===== src/rtl/cal_pkg.sv =====
package cal_pkg;

    localparam int WORD_W = 32;

    typedef struct packed {
        logic [1:0] h_t;
        logic [3:0] h_u;
        logic [2:0] m_t;
        logic [3:0] m_u;
        logic [2:0] s_t;
        logic [3:0] s_u;
    } clock_t;

    typedef struct packed {
        logic [3:0] y_t;
        logic [3:0] y_u;
        logic       mo_t;
        logic [3:0] mo_u;
        logic [1:0] d_t;
        logic [3:0] d_u;
        logic [2:0] wd;
    } cal_date_t;

    typedef enum logic [1:0] {
        SEL_SUB  = 2'd0,
        SEL_TIME = 2'd1,
        SEL_DATE = 2'd2,
        SEL_NONE = 2'd3
    } rd_sel_e;

    localparam clock_t    CLOCK_RST = '0;
    localparam cal_date_t DATE_RST  = '{y_t: 4'd0, y_u: 4'd0, mo_t: 1'b0, mo_u: 4'd1,
                                        d_t: 2'd0, d_u: 4'd1, wd: 3'd1};

    function automatic logic [WORD_W-1:0] pack_clock(clock_t c);
        logic [WORD_W-1:0] w;
        w        = '0;
        w[3:0]   = c.s_u;
        w[6:4]   = c.s_t;
        w[11:8]  = c.m_u;
        w[14:12] = c.m_t;
        w[19:16] = c.h_u;
        w[21:20] = c.h_t;
        return w;
    endfunction

    function automatic clock_t unpack_clock(logic [WORD_W-1:0] w);
        clock_t c;
        c.s_u = w[3:0];
        c.s_t = w[6:4];
        c.m_u = w[11:8];
        c.m_t = w[14:12];
        c.h_u = w[19:16];
        c.h_t = w[21:20];
        return c;
    endfunction

    function automatic logic [WORD_W-1:0] pack_date(cal_date_t d);
        logic [WORD_W-1:0] w;
        w        = '0;
        w[3:0]   = d.d_u;
        w[5:4]   = d.d_t;
        w[11:8]  = d.mo_u;
        w[12]    = d.mo_t;
        w[19:16] = d.y_u;
        w[23:20] = d.y_t;
        w[26:24] = d.wd;
        return w;
    endfunction

    function automatic cal_date_t unpack_date(logic [WORD_W-1:0] w);
        cal_date_t d;
        d.d_u  = w[3:0];
        d.d_t  = w[5:4];
        d.mo_u = w[11:8];
        d.mo_t = w[12];
        d.y_u  = w[19:16];
        d.y_t  = w[23:20];
        d.wd   = w[26:24];
        return d;
    endfunction

    // Year divisible by four, decided on the BCD digits directly
    function automatic logic is_leap(logic [3:0] y_t, logic [3:0] y_u);
        if (y_t[0]) return (y_u == 4'd2) || (y_u == 4'd6);
        return (y_u == 4'd0) || (y_u == 4'd4) || (y_u == 4'd8);
    endfunction

    // Last day of the month as {tens, units} BCD
    function automatic logic [5:0] month_end(logic mo_t, logic [3:0] mo_u, logic leap);
        case ({mo_t, mo_u})
            5'h02:                      return leap ? {2'd2, 4'd9} : {2'd2, 4'd8};
            5'h04, 5'h06, 5'h09, 5'h11: return {2'd3, 4'd0};
            default:                    return {2'd3, 4'd1};
        endcase
    endfunction

endpackage


===== src/rtl/cal_prescaler.sv =====
module cal_prescaler #(
    parameter int ASYNC_W = 7,
    parameter int SYNC_W  = 15
) (
    input  logic               clk,
    input  logic               rst_n,
    input  logic               hold,
    input  logic [ASYNC_W-1:0] async_div,
    input  logic [SYNC_W-1:0]  sync_div,
    output logic [SYNC_W-1:0]  sub_cnt,
    output logic               sec_tick
);

    typedef struct packed {
        logic [ASYNC_W-1:0] a;
        logic [SYNC_W-1:0]  s;
    } pre_t;

    pre_t st_d, st_q;
    logic a_wrap;

    always_comb begin
        st_d     = st_q;
        a_wrap   = !hold && (st_q.a == '0);
        sec_tick = a_wrap && (st_q.s == '0);
        if (hold) begin
            st_d.a = async_div;
            st_d.s = sync_div;
        end else if (a_wrap) begin
            st_d.a = async_div;
            st_d.s = (st_q.s == '0) ? sync_div : st_q.s - 1'b1;
        end else begin
            st_d.a = st_q.a - 1'b1;
        end
    end

    always_ff @(posedge clk or negedge rst_n) begin
        if (!rst_n) st_q <= '0;
        else        st_q <= st_d;
    end

    assign sub_cnt = st_q.s;

endmodule


===== src/rtl/cal_core.sv =====
module cal_core
    import cal_pkg::*;
(
    input  logic              clk,
    input  logic              rst_n,
    input  logic              hold,
    input  logic              sec_tick,
    input  logic              wr_en,
    input  logic              wr_sel,
    input  logic [WORD_W-1:0] wr_data,
    output clock_t            time_q,
    output cal_date_t         date_q
);

    typedef struct packed {
        clock_t    t;
        cal_date_t d;
    } core_t;

    core_t st_d, st_q;
    logic  min_c, hr_c, day_c, mo_c, yr_c;
    logic [5:0] last_day;

    always_comb begin
        st_d     = st_q;
        min_c    = 1'b0;
        hr_c     = 1'b0;
        day_c    = 1'b0;
        mo_c     = 1'b0;
        yr_c     = 1'b0;
        last_day = month_end(st_q.d.mo_t, st_q.d.mo_u, is_leap(st_q.d.y_t, st_q.d.y_u));
        if (hold) begin
            if (wr_en && !wr_sel) st_d.t = unpack_clock(wr_data);
            if (wr_en && wr_sel)  st_d.d = unpack_date(wr_data);
        end else if (sec_tick) begin
            // seconds
            if (st_q.t.s_u != 4'd9) st_d.t.s_u = st_q.t.s_u + 4'd1;
            else begin
                st_d.t.s_u = 4'd0;
                if (st_q.t.s_t != 3'd5) st_d.t.s_t = st_q.t.s_t + 3'd1;
                else begin
                    st_d.t.s_t = 3'd0;
                    min_c      = 1'b1;
                end
            end
            // minutes
            if (min_c) begin
                if (st_q.t.m_u != 4'd9) st_d.t.m_u = st_q.t.m_u + 4'd1;
                else begin
                    st_d.t.m_u = 4'd0;
                    if (st_q.t.m_t != 3'd5) st_d.t.m_t = st_q.t.m_t + 3'd1;
                    else begin
                        st_d.t.m_t = 3'd0;
                        hr_c       = 1'b1;
                    end
                end
            end
            // hours, 24-hour form
            if (hr_c) begin
                if ({st_q.t.h_t, st_q.t.h_u} == {2'd2, 4'd3}) begin
                    st_d.t.h_t = 2'd0;
                    st_d.t.h_u = 4'd0;
                    day_c      = 1'b1;
                end else if (st_q.t.h_u == 4'd9) begin
                    st_d.t.h_u = 4'd0;
                    st_d.t.h_t = st_q.t.h_t + 2'd1;
                end else begin
                    st_d.t.h_u = st_q.t.h_u + 4'd1;
                end
            end
            // weekday and day of month
            if (day_c) begin
                st_d.d.wd = (st_q.d.wd == 3'd7) ? 3'd1 : st_q.d.wd + 3'd1;
                if ({st_q.d.d_t, st_q.d.d_u} == last_day) begin
                    st_d.d.d_t = 2'd0;
                    st_d.d.d_u = 4'd1;
                    mo_c       = 1'b1;
                end else if (st_q.d.d_u == 4'd9) begin
                    st_d.d.d_u = 4'd0;
                    st_d.d.d_t = st_q.d.d_t + 2'd1;
                end else begin
                    st_d.d.d_u = st_q.d.d_u + 4'd1;
                end
            end
            // month
            if (mo_c) begin
                if ({st_q.d.mo_t, st_q.d.mo_u} == 5'h12) begin
                    st_d.d.mo_t = 1'b0;
                    st_d.d.mo_u = 4'd1;
                    yr_c        = 1'b1;
                end else if (st_q.d.mo_u == 4'd9) begin
                    st_d.d.mo_u = 4'd0;
                    st_d.d.mo_t = 1'b1;
                end else begin
                    st_d.d.mo_u = st_q.d.mo_u + 4'd1;
                end
            end
            // year 00..99
            if (yr_c) begin
                if (st_q.d.y_u != 4'd9) st_d.d.y_u = st_q.d.y_u + 4'd1;
                else begin
                    st_d.d.y_u = 4'd0;
                    st_d.d.y_t = (st_q.d.y_t == 4'd9) ? 4'd0 : st_q.d.y_t + 4'd1;
                end
            end
        end
    end

    always_ff @(posedge clk or negedge rst_n) begin
        if (!rst_n) begin
            st_q.t <= CLOCK_RST;
            st_q.d <= DATE_RST;
        end else begin
            st_q <= st_d;
        end
    end

    assign time_q = st_q.t;
    assign date_q = st_q.d;

endmodule


===== src/rtl/cal_shadow.sv =====
module cal_shadow
    import cal_pkg::*;
#(
    parameter int SYNC_W = 15
) (
    input  logic              clk,
    input  logic              rst_n,
    input  logic [SYNC_W-1:0] sub_live,
    input  clock_t            time_live,
    input  cal_date_t         date_live,
    input  logic              rd_en,
    input  logic [1:0]        rd_sel,
    input  logic              sync_clr,
    output logic [SYNC_W-1:0] sub_sh,
    output clock_t            time_sh,
    output cal_date_t         date_sh,
    output logic              sync_flag
);

    typedef struct packed {
        logic [SYNC_W-1:0] sub;
        clock_t            t;
        cal_date_t         d;
        logic              lock_t;
        logic              lock_d;
        logic              flag;
    } shadow_t;

    shadow_t st_d, st_q;
    logic    rd_sub, rd_time, rd_date, freeze_t, freeze_d;

    always_comb begin
        rd_sub   = rd_en && (rd_sel_e'(rd_sel) == SEL_SUB);
        rd_time  = rd_en && (rd_sel_e'(rd_sel) == SEL_TIME);
        rd_date  = rd_en && (rd_sel_e'(rd_sel) == SEL_DATE);
        freeze_t = st_q.lock_t || rd_sub;
        freeze_d = st_q.lock_d || rd_sub || rd_time;
        st_d     = st_q;
        if (!freeze_t) begin
            st_d.sub = sub_live;
            st_d.t   = time_live;
        end
        if (!freeze_d) st_d.d = date_live;
        st_d.lock_t = !rd_date && freeze_t;
        st_d.lock_d = !rd_date && freeze_d;
        if (sync_clr)       st_d.flag = 1'b0;
        else if (!freeze_d) st_d.flag = 1'b1;
    end

    always_ff @(posedge clk or negedge rst_n) begin
        if (!rst_n) begin
            st_q   <= '0;
            st_q.t <= CLOCK_RST;
            st_q.d <= DATE_RST;
        end else begin
            st_q <= st_d;
        end
    end

    assign sub_sh    = st_q.sub;
    assign time_sh   = st_q.t;
    assign date_sh   = st_q.d;
    assign sync_flag = st_q.flag;

endmodule


===== src/rtl/bcd_calendar.sv =====
module bcd_calendar
    import cal_pkg::*;
#(
    parameter int ASYNC_W = 7,
    parameter int SYNC_W  = 15
) (
    input  logic               clk,
    input  logic               rst_n,
    input  logic               init_mode,
    input  logic [ASYNC_W-1:0] async_div,
    input  logic [SYNC_W-1:0]  sync_div,
    input  logic               wr_en,
    input  logic               wr_sel,
    input  logic [WORD_W-1:0]  wr_data,
    input  logic               rd_en,
    input  logic [1:0]         rd_sel,
    output logic [WORD_W-1:0]  rd_data,
    input  logic               sync_clr,
    output logic               sync_flag
);

    logic [SYNC_W-1:0] sub_live, sub_sh;
    logic              sec_tick;
    clock_t            time_live, time_sh;
    cal_date_t         date_live, date_sh;

    cal_prescaler #(.ASYNC_W(ASYNC_W), .SYNC_W(SYNC_W)) u_pre (
        .clk      (clk),
        .rst_n    (rst_n),
        .hold     (init_mode),
        .async_div(async_div),
        .sync_div (sync_div),
        .sub_cnt  (sub_live),
        .sec_tick (sec_tick)
    );

    cal_core u_core (
        .clk     (clk),
        .rst_n   (rst_n),
        .hold    (init_mode),
        .sec_tick(sec_tick),
        .wr_en   (wr_en),
        .wr_sel  (wr_sel),
        .wr_data (wr_data),
        .time_q  (time_live),
        .date_q  (date_live)
    );

    cal_shadow #(.SYNC_W(SYNC_W)) u_shadow (
        .clk      (clk),
        .rst_n    (rst_n),
        .sub_live (sub_live),
        .time_live(time_live),
        .date_live(date_live),
        .rd_en    (rd_en),
        .rd_sel   (rd_sel),
        .sync_clr (sync_clr),
        .sub_sh   (sub_sh),
        .time_sh  (time_sh),
        .date_sh  (date_sh),
        .sync_flag(sync_flag)
    );

    always_comb begin
        rd_data = '0;
        case (rd_sel_e'(rd_sel))
            SEL_SUB:  rd_data[SYNC_W-1:0] = sub_sh;
            SEL_TIME: rd_data = pack_clock(time_sh);
            SEL_DATE: rd_data = pack_date(date_sh);
            default:  rd_data = '0;
        endcase
    end

endmodule


===== config.mk =====
export PLATFORM = sky130hd
export DESIGN_NAME = bcd_calendar
export DESIGN_NICKNAME = d
export VERILOG_FILES = /design/src/rtl/cal_pkg.sv /design/src/rtl/cal_prescaler.sv /design/src/rtl/cal_core.sv /design/src/rtl/cal_shadow.sv /design/src/rtl/bcd_calendar.sv
export SDC_FILE = /design/constraint.sdc
export NUM_CORES = 1
export LEC_CHECK = 0
export BUFFER_PORTS_ARGS = -buffer_cell sky130_fd_sc_hd__buf_2
export CAP_MARGIN = 20
export CORE_UTILIZATION = 41
export CTS_CLUSTER_DIAMETER = 40
export DETAILED_ROUTE_END_ITERATION = 16
export HOLD_SLACK_MARGIN = 0.08
export PLACE_DENSITY = 0.56
export SYNTH_ARGS = -nofsm -noshare
export SYNTH_HDL_FRONTEND = slang
export SYNTH_HIERARCHICAL = 1
export SYNTH_SLANG_ARGS = --single-unit

===== constraint.sdc =====
create_clock -name clk -period 4.45 [get_ports clk]
set_input_delay 0.89 -clock clk [delete_from_list [all_inputs] [get_ports clk]]
set_output_delay 0.89 -clock clk [all_outputs]
set_load 0.01 [all_outputs]

==> impl_metrics.tcl <==
set metrics [dict create \
    grt_max_degree 67 \
    period_share_pct 92.6 \
    hold_violations 0 \
    synthMuxAreaShare_pct 10.9 \
    dieArea_um2 19100 \
    mostFrequentLayoutCells "dfrtp_1 (118), buf_2 (81), mux2_2 (58)" \
    synthAdderAreaFrac_pct 2.14 \
    synthCells 771 \
    end_kind "register" \
    netlist_area_um2 7590 \
    pin_count 96 \
    worst_pin_slew_ns 0.999 \
    min_from "u_pre/st_q[15]$_DFF_PN0_" \
    worst_slack_ns 0.328 \
    r2r_end "u_core/date_q[7]$_DFFE_PN0P_" \
    p_clk_share_pct 36.6 \
    cts_htree_levels 4 \
    grt_pass1_wl_mm 31.1 \
    cts_hold_buf 0 \
    synth-compound-area-share_pct 18.4 \
    worst_setup_path_start_kind "register" \
    p_seq_share_pct 42.6 \
    avgSynthCellArea_um2 9.84 \
    worstPathRequired_ns 4.80 \
    synth_xor_area_share_pct 0.462 \
    max_freq_ghz 0.243 \
    synth_ff_type "dfrtp_1" \
    regToRegSetupSlack_ns 0.33 \
    cp_max_fo 17 \
    routabilityCongestion 0.865 \
    switching_share_pct 30.0 \
    power.internal_mw 2.73 \
    antenna_cells 0 \
    holdPathStages 1 \
    power.leakage_nw 3.49 \
    ff2ff_path_depth 12 \
    critPathSlowestCell "nor4_1" \
    drt-vias-per-instance 5.84 \
    whs_endpoint "u_pre/st_q[15]$_DFF_PN0_" \
    max_stage_delay_ns 0.57 \
    min_path_type "reg -> reg" \
    grt_overflow_total 0 \
    switchingPower_mw 1.17 \
    grt_pass1_vias 5775 \
    num_vias 5892 \
    total_power_mw 3.91 \
    design.core.area_um2 18000 \
    first_iter_violations 548 \
    synth.area.top_cells "dfrtp_1 (39%), mux2_2 (8.6%), buf_4 (8.4%)" \
    clock-root-buffer "clkbuf_16" \
    firstDrtPassIters 8 \
    cts_max_path_buffers 2 \
    criticalPathCategory "reg -> reg" \
    final_common_cell "dfrtp_1" \
    clock-sinks 124 \
    ir_drop_mv 0.337 \
    tns_ns 0 \
    start_util_pct 42.1 \
    dp_hpwl_mm 13.5 \
    rsz0062_at_grt "false" \
    nets 843 \
    synth_top_family_by_area "compound AO/OA/AOI/OAI gates" \
    port_buffers 82 \
    relSlewSlack_pct 32.8 \
    drive_above_1_share_pct 26.5 \
    yosys_warnings 6 \
    rows 49 \
    p_comb_share_pct 20.8 \
    area_delta_synth_final_pct 7.85 \
    slew_violations 0 \
    die_h_um 138 \
    pre_cts_ws_ns 0.365 \
    synth-edff-count 0 \
    fin_skew_ns 0.00775 \
    yosys.area_share.simple_pct 14.8 \
    die_w_um 138 \
    grtUsageTotal_pct 20.4 \
    synth_seq_area_share_pct 41.0 \
    clkTransAtPathRegs_ns 0.05 \
    cp_cell_sequence "inv_1 -> ha_1 -> or3b_1 -> nor4_1 -> and3_1 -> nand2b_1 -> nor4_2 -> nand2_1 -> a21o_1 -> or3_1 -> a211oi_1 -> a221o_1" \
    cts_inserted_buffers 17 \
    crit_arrival_ns 4.47 \
    drt-wirelength-per-cell_um 18.9 \
    post-route-drc-count 0 \
    cts_tree "yes" \
    clock_latency_ns 0.42 \
    crit-reg2reg-launch "u_pre/sub_cnt[0]$_DFFE_PN0P_" \
    routed_wl_mm 19.0 \
    setup_violations 0 \
    outcome "completed" \
    cap_viol_max_count 0 \
    synth_seq_cells 124 \
    yosysTopAreaCellShare_pct 38.9 \
    power.density_nw_per_um2 478 \
    yosysTopAreaCell "dfrtp_1" \
    yosys.cell_types.count 83 \
    fin_crit_ns 4.12 \
    grt_antenna_before_repair 0 \
    async_flop_share_pct 100 \
    antenna_left 0 \
]
## layer usage
layer / global-route usage, % / share of wire [%]
met5: 0 / 0
met4: 8.44 / 2.0
met3: 4.09 / 5.3
met2: 31.9 / 47
met1: 27.6 / 45
## registers in the layout, indices dropped and copies added (netlist names)
name                cells
u_core/date_q          22
u_core/time_q          20
u_pre/st_q              7
u_pre/sub_cnt          15
u_shadow/date_sh       22
u_shadow/st_q           2
u_shadow/sub_sh        15
u_shadow/sync_flag      1
u_shadow/time_sh       20
## Yosys cell counts (all sizes together), types with 6 or more instances
cell / instances
nor3b: 7
o22ai: 10
clkbuf: 17
a31oi: 6
a211oi: 7
a222oi: 12
nor3: 17
a22oi: 22
inv: 29
nand3: 15
dfstp: 6
nand2: 55
nor2b: 11
buf: 102
and3: 7
mux2: 58
a21oi: 35
dfrtp: 118
mux2i: 17
nor2: 39
and2: 7
o21ai: 43
ha: 13
or3: 11
nor4: 12
or4: 8
## critical path, delay by kind of cell (launching register included)
| family | cells | cell delay (ns) |
|---|---|---|
| AND/OR/NAND/NOR | 7 | 2.56 |
| flip-flops | 1 | 0.41 |
| AO/OA/AOI/OAI | 3 | 0.79 |
| adder cells (fa/ha/maj) | 1 | 0.17 |
| buffers and inverters | 1 | 0.14 |
## final cells by class
cell class	count	area, um2
Clock buffer	26	499
Clock inverter	6	108
Fill cell	1684	9840
Inverter	29	109
Multi-Input combinational cell	504	3580
Sequential cell	124	3110
Tap cell	229	287
Timing Repair Buffer	91	493
## power groups by stage
| stage | clock, mW | sequential, mW | combinational (mW) |
|---|---|---|---|
| after floorplan | 0 | 1.58 | 0.854 |
| after global placement | 0 | 1.67 | 0.781 |
| after detailed placement | 0 | 1.68 | 0.808 |
| after CTS | 1.46 | 1.67 | 0.813 |
| after global routing | 1.51 | 1.71 | 0.900 |
| final | 1.43 | 1.67 | 0.811 |
## timing repair
item | in CTS | in global routing
gates resized for setup | 0 | 1
setup buffers | 0 | 0
setup endpoints to repair | 0 | 1
## through the flow
stage	std cells	area [um2]	hold slack, ns	utilization, %
6_report	1009	8180	0.496	45.4
5_1_grt	1009	8180	0.512	45.4
4_1_cts	1009	8180	0.498	45.4
3_5_place_dp	977	7570	0.487	42.0
3_3_place_gp	977	7570	0.477	42.0
2_1_floorplan	776	7600	0.455	-
## worst max-delay path by stage
stage,start,end,slack (ns),cells after the start
after detailed placement,u_pre/sub_cnt[0]$_DFFE_PN0P_,u_core/time_q[19]$_DFFE_PN0P_,0.36,12
after global routing,u_pre/sub_cnt[0]$_DFFE_PN0P_,u_core/date_q[7]$_DFFE_PN0P_,0.14,12
final,u_pre/sub_cnt[0]$_DFFE_PN0P_,u_core/date_q[7]$_DFFE_PN0P_,0.33,12
after CTS,u_pre/sub_cnt[0]$_DFFE_PN0P_,u_core/time_q[19]$_DFFE_PN0P_,0.34,12
after floorplan,u_pre/sub_cnt[0]$_DFFE_PN0P_,u_core/date_q[5]$_DFFE_PN0P_,1.15,14
after global placement,u_pre/sub_cnt[0]$_DFFE_PN0P_,u_core/time_q[19]$_DFFE_PN0P_,0.46,12
## cells by family after synthesis
kind of cell    after synthesis
compound gates              194
xor+xnor                      4
fa+ha+maj                    13
buf+inv                     148
flops                       124
mux                          75
other cells                   1
simple gates                212
No activity file was read; power rests on OpenSTA's default activity.
